--- config.mk ---
export PLATFORM = sky130hd
export DESIGN_NAME = smb_alert_latch
export DESIGN_NICKNAME = d
export VERILOG_FILES = /design/src/rtl/alert_pkg.sv /design/src/rtl/sal_change_det.sv /design/src/rtl/sal_clear_src.sv /design/src/rtl/sal_status_reg.sv /design/src/rtl/sal_alert_drv.sv /design/src/rtl/smb_alert_latch.sv
export SDC_FILE = /design/constraint.sdc
export NUM_CORES = 1
export LEC_CHECK = 0
export ABC_AREA = 1
export BUFFER_PORTS_ARGS = -buffer_cell sky130_fd_sc_hd__buf_2
export CORE_MARGIN = 2
export CORE_UTILIZATION = 40
export DETAILED_ROUTE_END_ITERATION = 12
export MAX_ROUTING_LAYER = met4
export PLACE_DENSITY = 0.68
export SYNTH_ARGS = -nofsm -noshare
export SYNTH_HDL_FRONTEND = slang
export SYNTH_HIERARCHICAL = 1
export SYNTH_SLANG_ARGS = --single-unit
--- constraint.sdc ---
create_clock -name clk -period 1.6 [get_ports clk]
set_input_delay 0.16 -clock clk [delete_from_list [all_inputs] [get_ports clk]]
set_output_delay 0.16 -clock clk [all_outputs]
set_load 0.03 [all_outputs]
--- src/rtl/alert_pkg.sv ---
package alert_pkg;
    // Number of bus engine error strobe sources and their bit positions.
    localparam int NUM_ERR  = 3;
    localparam int ERR_COMM = 0;
    localparam int ERR_PEC  = 1;
    localparam int ERR_CMD  = 2;
    // Number of output recycle sources (enable pin, on/off command).
    localparam int NUM_RECYCLE = 2;
endpackage

--- src/rtl/sal_change_det.sv ---
// Change detector: keeps a registered copy of the condition vector and
// flags every bit whose level differs from the previous cycle.
// Assumes conditions are synchronous to clk; baseline after reset is zero.
module sal_change_det #(
    parameter int W = 8
) (
    input  logic         clk,
    input  logic         rst_n,
    input  logic [W-1:0] cond_i,
    output logic [W-1:0] chg_o
);
    logic [W-1:0] cond_q;

    // Hold last cycle's condition levels.
    always_ff @(posedge clk) begin
        if (!rst_n) cond_q <= '0;
        else        cond_q <= cond_i;
    end

    // Any differing bit is a change.
    always_comb chg_o = cond_i ^ cond_q;
endmodule

--- src/rtl/sal_clear_src.sv ---
// Release event source: merges the clear-faults and status-read strobes
// with off-to-on transitions of each output recycle level.
// Assumes strobes are one cycle wide; recycle levels are synchronous.
module sal_clear_src #(
    parameter int NR = alert_pkg::NUM_RECYCLE
) (
    input  logic          clk,
    input  logic          rst_n,
    input  logic          clear_faults_i,
    input  logic          status_read_i,
    input  logic [NR-1:0] recycle_lvl_i,
    output logic          clr_o
);
    logic [NR-1:0] lvl_q;
    logic [NR-1:0] rise;

    // Per-source previous level and rising-edge flag.
    for (genvar g = 0; g < NR; g++) begin : g_rcy
        always_ff @(posedge clk) begin
            if (!rst_n) lvl_q[g] <= 1'b0;
            else        lvl_q[g] <= recycle_lvl_i[g];
        end
        assign rise[g] = recycle_lvl_i[g] & ~lvl_q[g];
    end

    // Any source releases the alert.
    always_comb clr_o = clear_faults_i | status_read_i | (|rise);
endmodule

--- src/rtl/sal_status_reg.sv ---
// Sticky status register: condition bits set on change and reloaded from
// live levels on release; error bits set on strobe and cleared on release.
// New events take priority over a release in the same cycle.
module sal_status_reg #(
    parameter int NC = 8,
    parameter int NE = alert_pkg::NUM_ERR,
    localparam int SW = NC + NE
) (
    input  logic          clk,
    input  logic          rst_n,
    input  logic [NC-1:0] cond_i,
    input  logic [NC-1:0] chg_i,
    input  logic [NE-1:0] err_i,
    input  logic          clr_i,
    output logic [SW-1:0] st_d_o,
    output logic [SW-1:0] st_o
);
    logic [SW-1:0] st_q;

    // Next state: set sources OR'd over held or reloaded value.
    always_comb begin
        st_d_o[NC-1:0]  = chg_i | (clr_i ? cond_i : st_q[NC-1:0]);
        st_d_o[SW-1:NC] = err_i | (clr_i ? '0 : st_q[SW-1:NC]);
    end

    // Status register.
    always_ff @(posedge clk) begin
        if (!rst_n) st_q <= '0;
        else        st_q <= st_d_o;
    end

    assign st_o = st_q;

    AST_CHANGE_SETS: assert property (@(posedge clk) disable iff (!rst_n)
        (|chg_i) |=> ((st_q[NC-1:0] & $past(chg_i)) == $past(chg_i)));
    AST_STICKY_HOLD: assert property (@(posedge clk) disable iff (!rst_n)
        !clr_i |=> ((st_q & $past(st_q)) == $past(st_q)));
    AST_PERSIST_RELOAD: assert property (@(posedge clk) disable iff (!rst_n)
        clr_i |=> ((st_q[NC-1:0] & $past(cond_i)) == $past(cond_i)));
    AST_ERR_SETS: assert property (@(posedge clk) disable iff (!rst_n)
        (|err_i) |=> ((st_q[SW-1:NC] & $past(err_i)) == $past(err_i)));
endmodule

--- src/rtl/sal_alert_drv.sv ---
// Alert driver: registers an active-low alert that is low whenever the
// next status value has any bit set, so it tracks the status register.
module sal_alert_drv #(
    parameter int SW = 11
) (
    input  logic          clk,
    input  logic          rst_n,
    input  logic [SW-1:0] st_d_i,
    input  logic [SW-1:0] st_i,
    output logic          alert_n_o
);
    logic alert_n_q;

    // Alert register, released at reset.
    always_ff @(posedge clk) begin
        if (!rst_n) alert_n_q <= 1'b1;
        else        alert_n_q <= ~(|st_d_i);
    end

    assign alert_n_o = alert_n_q;

    AST_ALERT_TRACKS: assert property (@(posedge clk) disable iff (!rst_n)
        alert_n_q == !(|st_i));
endmodule

--- src/rtl/smb_alert_latch.sv ---
// Top: status change alert latch. Wires change detection, release event
// merging, the sticky status register and the alert driver.
// Assumes all inputs are synchronous to clk.
module smb_alert_latch #(
    parameter int NUM_COND = 8,
    localparam int NE = alert_pkg::NUM_ERR,
    localparam int SW = NUM_COND + NE
) (
    input  logic                clk,
    input  logic                rst_n,
    input  logic [NUM_COND-1:0] cond_i,
    input  logic [NE-1:0]       bus_err_i,
    input  logic                clear_faults_i,
    input  logic                status_read_i,
    input  logic                en_pin_i,
    input  logic                op_on_i,
    output logic                alert_n_o,
    output logic [SW-1:0]       status_o
);
    logic [NUM_COND-1:0] chg;
    logic                clr;
    logic [SW-1:0]       st_d;

    sal_change_det #(.W(NUM_COND)) u_chg (
        .clk(clk), .rst_n(rst_n), .cond_i(cond_i), .chg_o(chg)
    );

    sal_clear_src #(.NR(alert_pkg::NUM_RECYCLE)) u_clr (
        .clk(clk), .rst_n(rst_n),
        .clear_faults_i(clear_faults_i), .status_read_i(status_read_i),
        .recycle_lvl_i({op_on_i, en_pin_i}), .clr_o(clr)
    );

    sal_status_reg #(.NC(NUM_COND), .NE(NE)) u_st (
        .clk(clk), .rst_n(rst_n), .cond_i(cond_i), .chg_i(chg),
        .err_i(bus_err_i), .clr_i(clr), .st_d_o(st_d), .st_o(status_o)
    );

    sal_alert_drv #(.SW(SW)) u_alr (
        .clk(clk), .rst_n(rst_n), .st_d_i(st_d), .st_i(status_o),
        .alert_n_o(alert_n_o)
    );

    AST_QUIET_RELEASE: assert property (@(posedge clk) disable iff (!rst_n)
        (clr && chg == '0 && bus_err_i == '0 && cond_i == '0) |=> alert_n_o);
    AST_EVENT_WINS: assert property (@(posedge clk) disable iff (!rst_n)
        (clr && ((|chg) || (|bus_err_i))) |=> !alert_n_o);
endmodule

# Yosys cells after proc, flatten, opt, wreduce, memory -nomap -nowiden
# Cells that the tools add are included.
# word_totals
reg_bits	22
in_bits	17
out_inout_bits	12
wordCells	19
# classes
muxes	2
bitwise	10
n_reduce_logical	2
# op_table
cell	n
OR reduction 11 bit	1
2-to-1 mux 8 bit	1
bitwise OR 8 bit	1
bitwise XOR 8 bit	1
2-to-1 mux 3 bit	1
inverter 1 bit	3
bitwise OR 3 bit	1
AND 1 bit	2
bitwise OR 1 bit	2
OR reduction 2 bit	1

# Longest topological paths before layout
# depth
depth_word	8
mapped_depth	14
mapped_depth_nobuf	12

# Modules after synthesis
# Netlist, hierarchy kept.
# modules_own_cells
mod	instances	cells_each	area_per_inst_um2	seq_area_each_um2
sal_status_reg	1	92	550.5	220.2
sal_change_det	1	65	375.4	160.2
sal_clear_src	1	12	78.8	40.0
sal_alert_drv	1	13	67.6	20.0

# Worst setup path before layout
# Ideal clock, no wire load.
# synth_path
path_type	register -> register
startpoint	reg u_clr.lvl_q[1]
endpoint	reg u_alr.alert_n_q, in the netlist u_alr/alert_n_o
setup_time_ns	0.058
arrival_ns	1.209
t_required_ns	1.542
slack_ns	0.333
path_stages_with_launch	15
path_buffers	2
synth_period_minus_slack_ns	1.267
path_cell_list	dfxtp_1 -> inv_1 -> nand2_1 -> nand3_1 -> buf_6 -> buf_8 -> nand2_1 -> nand2_1 -> nor2_1 -> inv_1 -> nor2_1 -> nand2_1 -> nor2_1 -> nand2_1 -> nand2_1
# synth_between
elab_chain_cells	8
elab_cells_between_ends	10
cone_classes	2 x mux; 6 x bitwise; 2 x reduce/logical
# synth_lines
element	line	source
start: declaration	sal_clear_src.sv:14	logic [NR-1:0] lvl_q;
start signal: indexed assignment	sal_clear_src.sv:21	else lvl_q[g] <= recycle_lvl_i[g];
inverter 1 bit	sal_clear_src.sv:23	assign rise[g] = recycle_lvl_i[g] & ~lvl_q[g];
AND 1 bit	sal_clear_src.sv:23	
OR reduction 2 bit	sal_clear_src.sv:27	always_comb clr_o = clear_faults_i | status_read_i | (|rise);
bitwise OR 1 bit	sal_clear_src.sv:27	
named net clr	smb_alert_latch.sv:21	logic clr;
2-to-1 mux 8 bit	sal_status_reg.sv:22	st_d_o[NC-1:0] = chg_i | (clr_i ? cond_i : st_q[NC-1:0]);
bitwise OR 8 bit	sal_status_reg.sv:22	
named net st_d[5]	smb_alert_latch.sv:22	logic [SW-1:0] st_d;
OR reduction 11 bit	sal_alert_drv.sv:17	else alert_n_q <= ~(|st_d_i);
inverter 1 bit	sal_alert_drv.sv:17	
end signal: assignment	sal_alert_drv.sv:17	
end: declaration	sal_alert_drv.sv:12	logic alert_n_q;
# The timed path passes the listed nets, and every way through them passes these cells.
# A chain may end at the register's enable or synchronous reset.

# Worst setup path after layout
# Same ends and word-level chain as after synthesis.

==> metrics.md <==
| Metric | Value |
|---|---|
| Achievable clock frequency | `around 750 MHz` |
| Routed wire length | `1780 microns` |
| Port bufs | `28` |
| Largest family of logic cells by synthesized area | `simple AND/OR/NAND/NOR gates` |
| Adder-Cell Fraction of Synth Area | `0%` |
| CTS root buf | `clkbuf_4` |
| Postcts setup bufs | `0` |
| Compound-Gate Fraction of Synth Area | `1.75%` |
| P per Cell Area | `between 800 and 900 nW/um^2` |
| Synth top area share | `about two fifths` |
| Antenna diodes | `0` |
| # rows | `18` |
| Hold EP | `u_clr/lvl_q[0]` |
| R2R cell count | `12` |
| Clock Power Share | `a little over a quarter` |
| Share of post-route cells with drive strength above 1 | `17.1%` |
| Core area | `2500 sq um` |
| Period minus WS final | `~1.3 ns` |
| Final Hold Vio Count | `0` |
| Chip Height | `between 50 and 60 microns` |
| Post-route setup slack | `0.274 ns` |
| Global-route wire length before repair | `approximately 3300 microns` |
| Simple-gate portion of the synthesized area | `33.6%` |
| TritonCTS clock tree | `done` |
| ANT nets after route | `0` |
| Post-Syn Instances | `between 150 and 200` |
| CP Launch Type | `register` |
| Status | `finished clean` |
| Reg power frac | `a little over half` |
| Clock Latency Late Sink | `0.30 ns` |
| Leading area contributor after synthesis | `dfxtp_1` |
| CTS clk-pin slew, worst paths | `~0.11 ns` |
| Setup crit start | `u_clr/lvl_q[1]` |
| Max-cap violations | `0` |
| Post-Place Worst Slack | `roughly 0.28 ns` |
| 1st-iter DRT viols | `32` |
| FF-to-FF End | `u_alr/alert_n_o` |
| Initial Util | `between 40% and 50%` |
| GR Overflow Total | `0` |
| Crit path kind | `reg2reg` |
| Logic gate share of total power | `19.0%` |
| CP Max Fanout | `17` |
| Mapped Area | `approximately 1100 sq um` |
| Peak supply drop | `approximately 540 uV` |
| Routed via count | `roughly 940` |
| RD Place Congestion | `about 0.76` |
| Initial antenna violation count | `0` |
| DP Wirelength | `about 1400 microns` |
| DR vias/cell | `3.88` |
| Worst hold path class | `in2reg` |
| Final setup vio count | `0` |
| Fin Clk Skew | `0.00384 ns` |
| Hold Crit Depth | `3` |
| Portion of netlist area occupied by mux cells | `0%` |
| Wire length per cell | `around 7.4 microns` |
| Min-delay src | `en_pin_i` |
| Yosys cell types | `13` |
| Die area | `approximately 3100 sq um` |
| Vias in the first global route | `approximately 800` |
| Final hold slack | `about 0.044 ns` |
| Leakage | `0.845 nW` |
| Area delta synth->final | `18.8%` |
| Syn Nets | `199` |
| RSZ-0062 raised after global routing | `false` |
| Final worst-path cycle share | `82.9%` |
| All-Layer GR Usage | `between 10 and 15%` |
| Width of the die | `55.8 microns` |
| Worst r2r src | `u_clr/lvl_q[1]` |
| DRC | `0` |
| First-pass iteration count of the detailed router | `4` |
| Clk sink count | `22` |
| Final TNS setup | `0 ns` |
| Internal power | `0.797 mW` |
| Sequential element share of the synthesized area | `roughly 40%` |
| CP arrival | `between 1.5 and 2 ns` |
| Htree depth | `1` |
| Reg2Reg Setup Slack | `0.27 ns` |
| XOR/XNOR Fraction of Synth Area | `0%` |
| Yosys Warn Count | `6` |
| Most frequent cells in the layout | `nand2_1, inv_1, nor2_1` |
| Total clock buffers created by CTS | `3` |
| Synth Register Bits | `22` |
| Worst EP required | `roughly 1.9 ns` |
| Hold-fix buffers, CTS | `0` |
| Switching share of power | `roughly 28%` |
| Final-layout fill cell count | `290` |
| Syn Area/Cell | `approximately 5.9 sq um` |
| Max clock buf depth | `2` |
| I/O pin cnt | `29` |
| Top post-synthesis cells by area | `dfxtp_1, nand2_1, inv_1` |
| Worst Tran Pin Value | `0.346 ns` |
| Slew headroom | `between 70% and 80%` |
| Commonest non-fill, non-tap cell in the layout | `nand2_1` |
| Final-stage net count | `about 230` |
| CP endpoint kind | `register` |
| Final Max Tran Viols | `0` |
| NetSw | `0.316 mW` |
| Largest net degree at the start of global routing | `18` |
## cell usage after synthesis
library cell / number
nand2_1: 62
inv_1: 57
nor2_1: 31
dfxtp_1: 22
a21oi_1: 2
a21oi_2: 1
and2_0: 1
buf_2: 1
buf_6: 1
buf_8: 1
clkbuf_1: 1
inv_2: 1
nand3_1: 1
## power groups by stage
| stage | clock network, mW | registers (mW) | logic (mW) |
|---|---|---|---|
| 2_1_floorplan | 0 | 0.654 | 0.106 |
| 3_3_place_gp | 0 | 0.611 | 0.211 |
| 3_5_place_dp | 0 | 0.611 | 0.213 |
| 4_1_cts | 0.321 | 0.599 | 0.214 |
| 5_1_grt | 0.344 | 0.603 | 0.244 |
| 6_report | 0.303 | 0.598 | 0.212 |
## stage by stage
stage               util [%]  std cells  power (mW)  cell area, sq um
finish                  51.0        241        1.11              1270
global route            51.0        241        1.19              1270
CTS                     50.9        241        1.13              1270
detailed placement      49.4        237       0.825              1230
global placement        49.4        237       0.822              1230
floorplan                  -        182       0.760              1070
## final cells by class
class	count	area, sq um	share of cell area, %
sequential	22	440	34.6
timing repair buffer	29	160	12.6
multi-input combinational	98	382	30.0
inverter	58	218	17.1
clock buffer	4	36.3	2.85
tap	30	37.5	2.95
## flip-flops by register name (all words and copies together) (netlist names)
register and count:
u_chg/cond_q 8, u_alr/alert_n_o 1, u_clr/lvl_q 2, u_st/st_o 11
## repair_timing
item,4_1_cts,5_1_grt
resized for setup,0,1
setup endpoints to repair,0,1
hold endpoints to repair,0,0
## logic make-up (layout without fill, tap and decap cells)
family                 after synthesis  after routing
and+or+nand+nor                     95             95
buffers and inverters               62             91
DFF                                 22             22
AOI/OAI and AO/OA                    3              3
## critical path: stages, from the launching register on
cell and delay, ns:
dfxtp_1 0.32, inv_1 0.03, nand2_1 0.04, nand3_1 0.11, buf_12 0.17, nand2_1 0.06, nand2_1 0.04, nor2_1 0.13
inv_1 0.05, nor2_1 0.08, and2_0 0.12, nand2_1 0.05, nand2_1 0.05
## worst max-delay path by stage
| stage | to | cells after the start |
|---|---|---|
| after floorplan | u_alr/alert_n_o | 14 |
| after global routing | u_alr/alert_n_o | 13 |
| after CTS | u_alr/alert_n_o | 12 |
| after global placement | u_alr/alert_n_o | 13 |
| final | u_alr/alert_n_o | 12 |
| after detailed placement | u_alr/alert_n_o | 12 |
## layer usage
metal	vias up	track usage, %	wire (microns)
met1	363	16.4	863
met4	0	4.18	14
met2	19	21.4	813
li1	552	-	-
met5	-	-	0
met3	2	4.19	87
No activity file was read; power rests on OpenSTA's default activity.
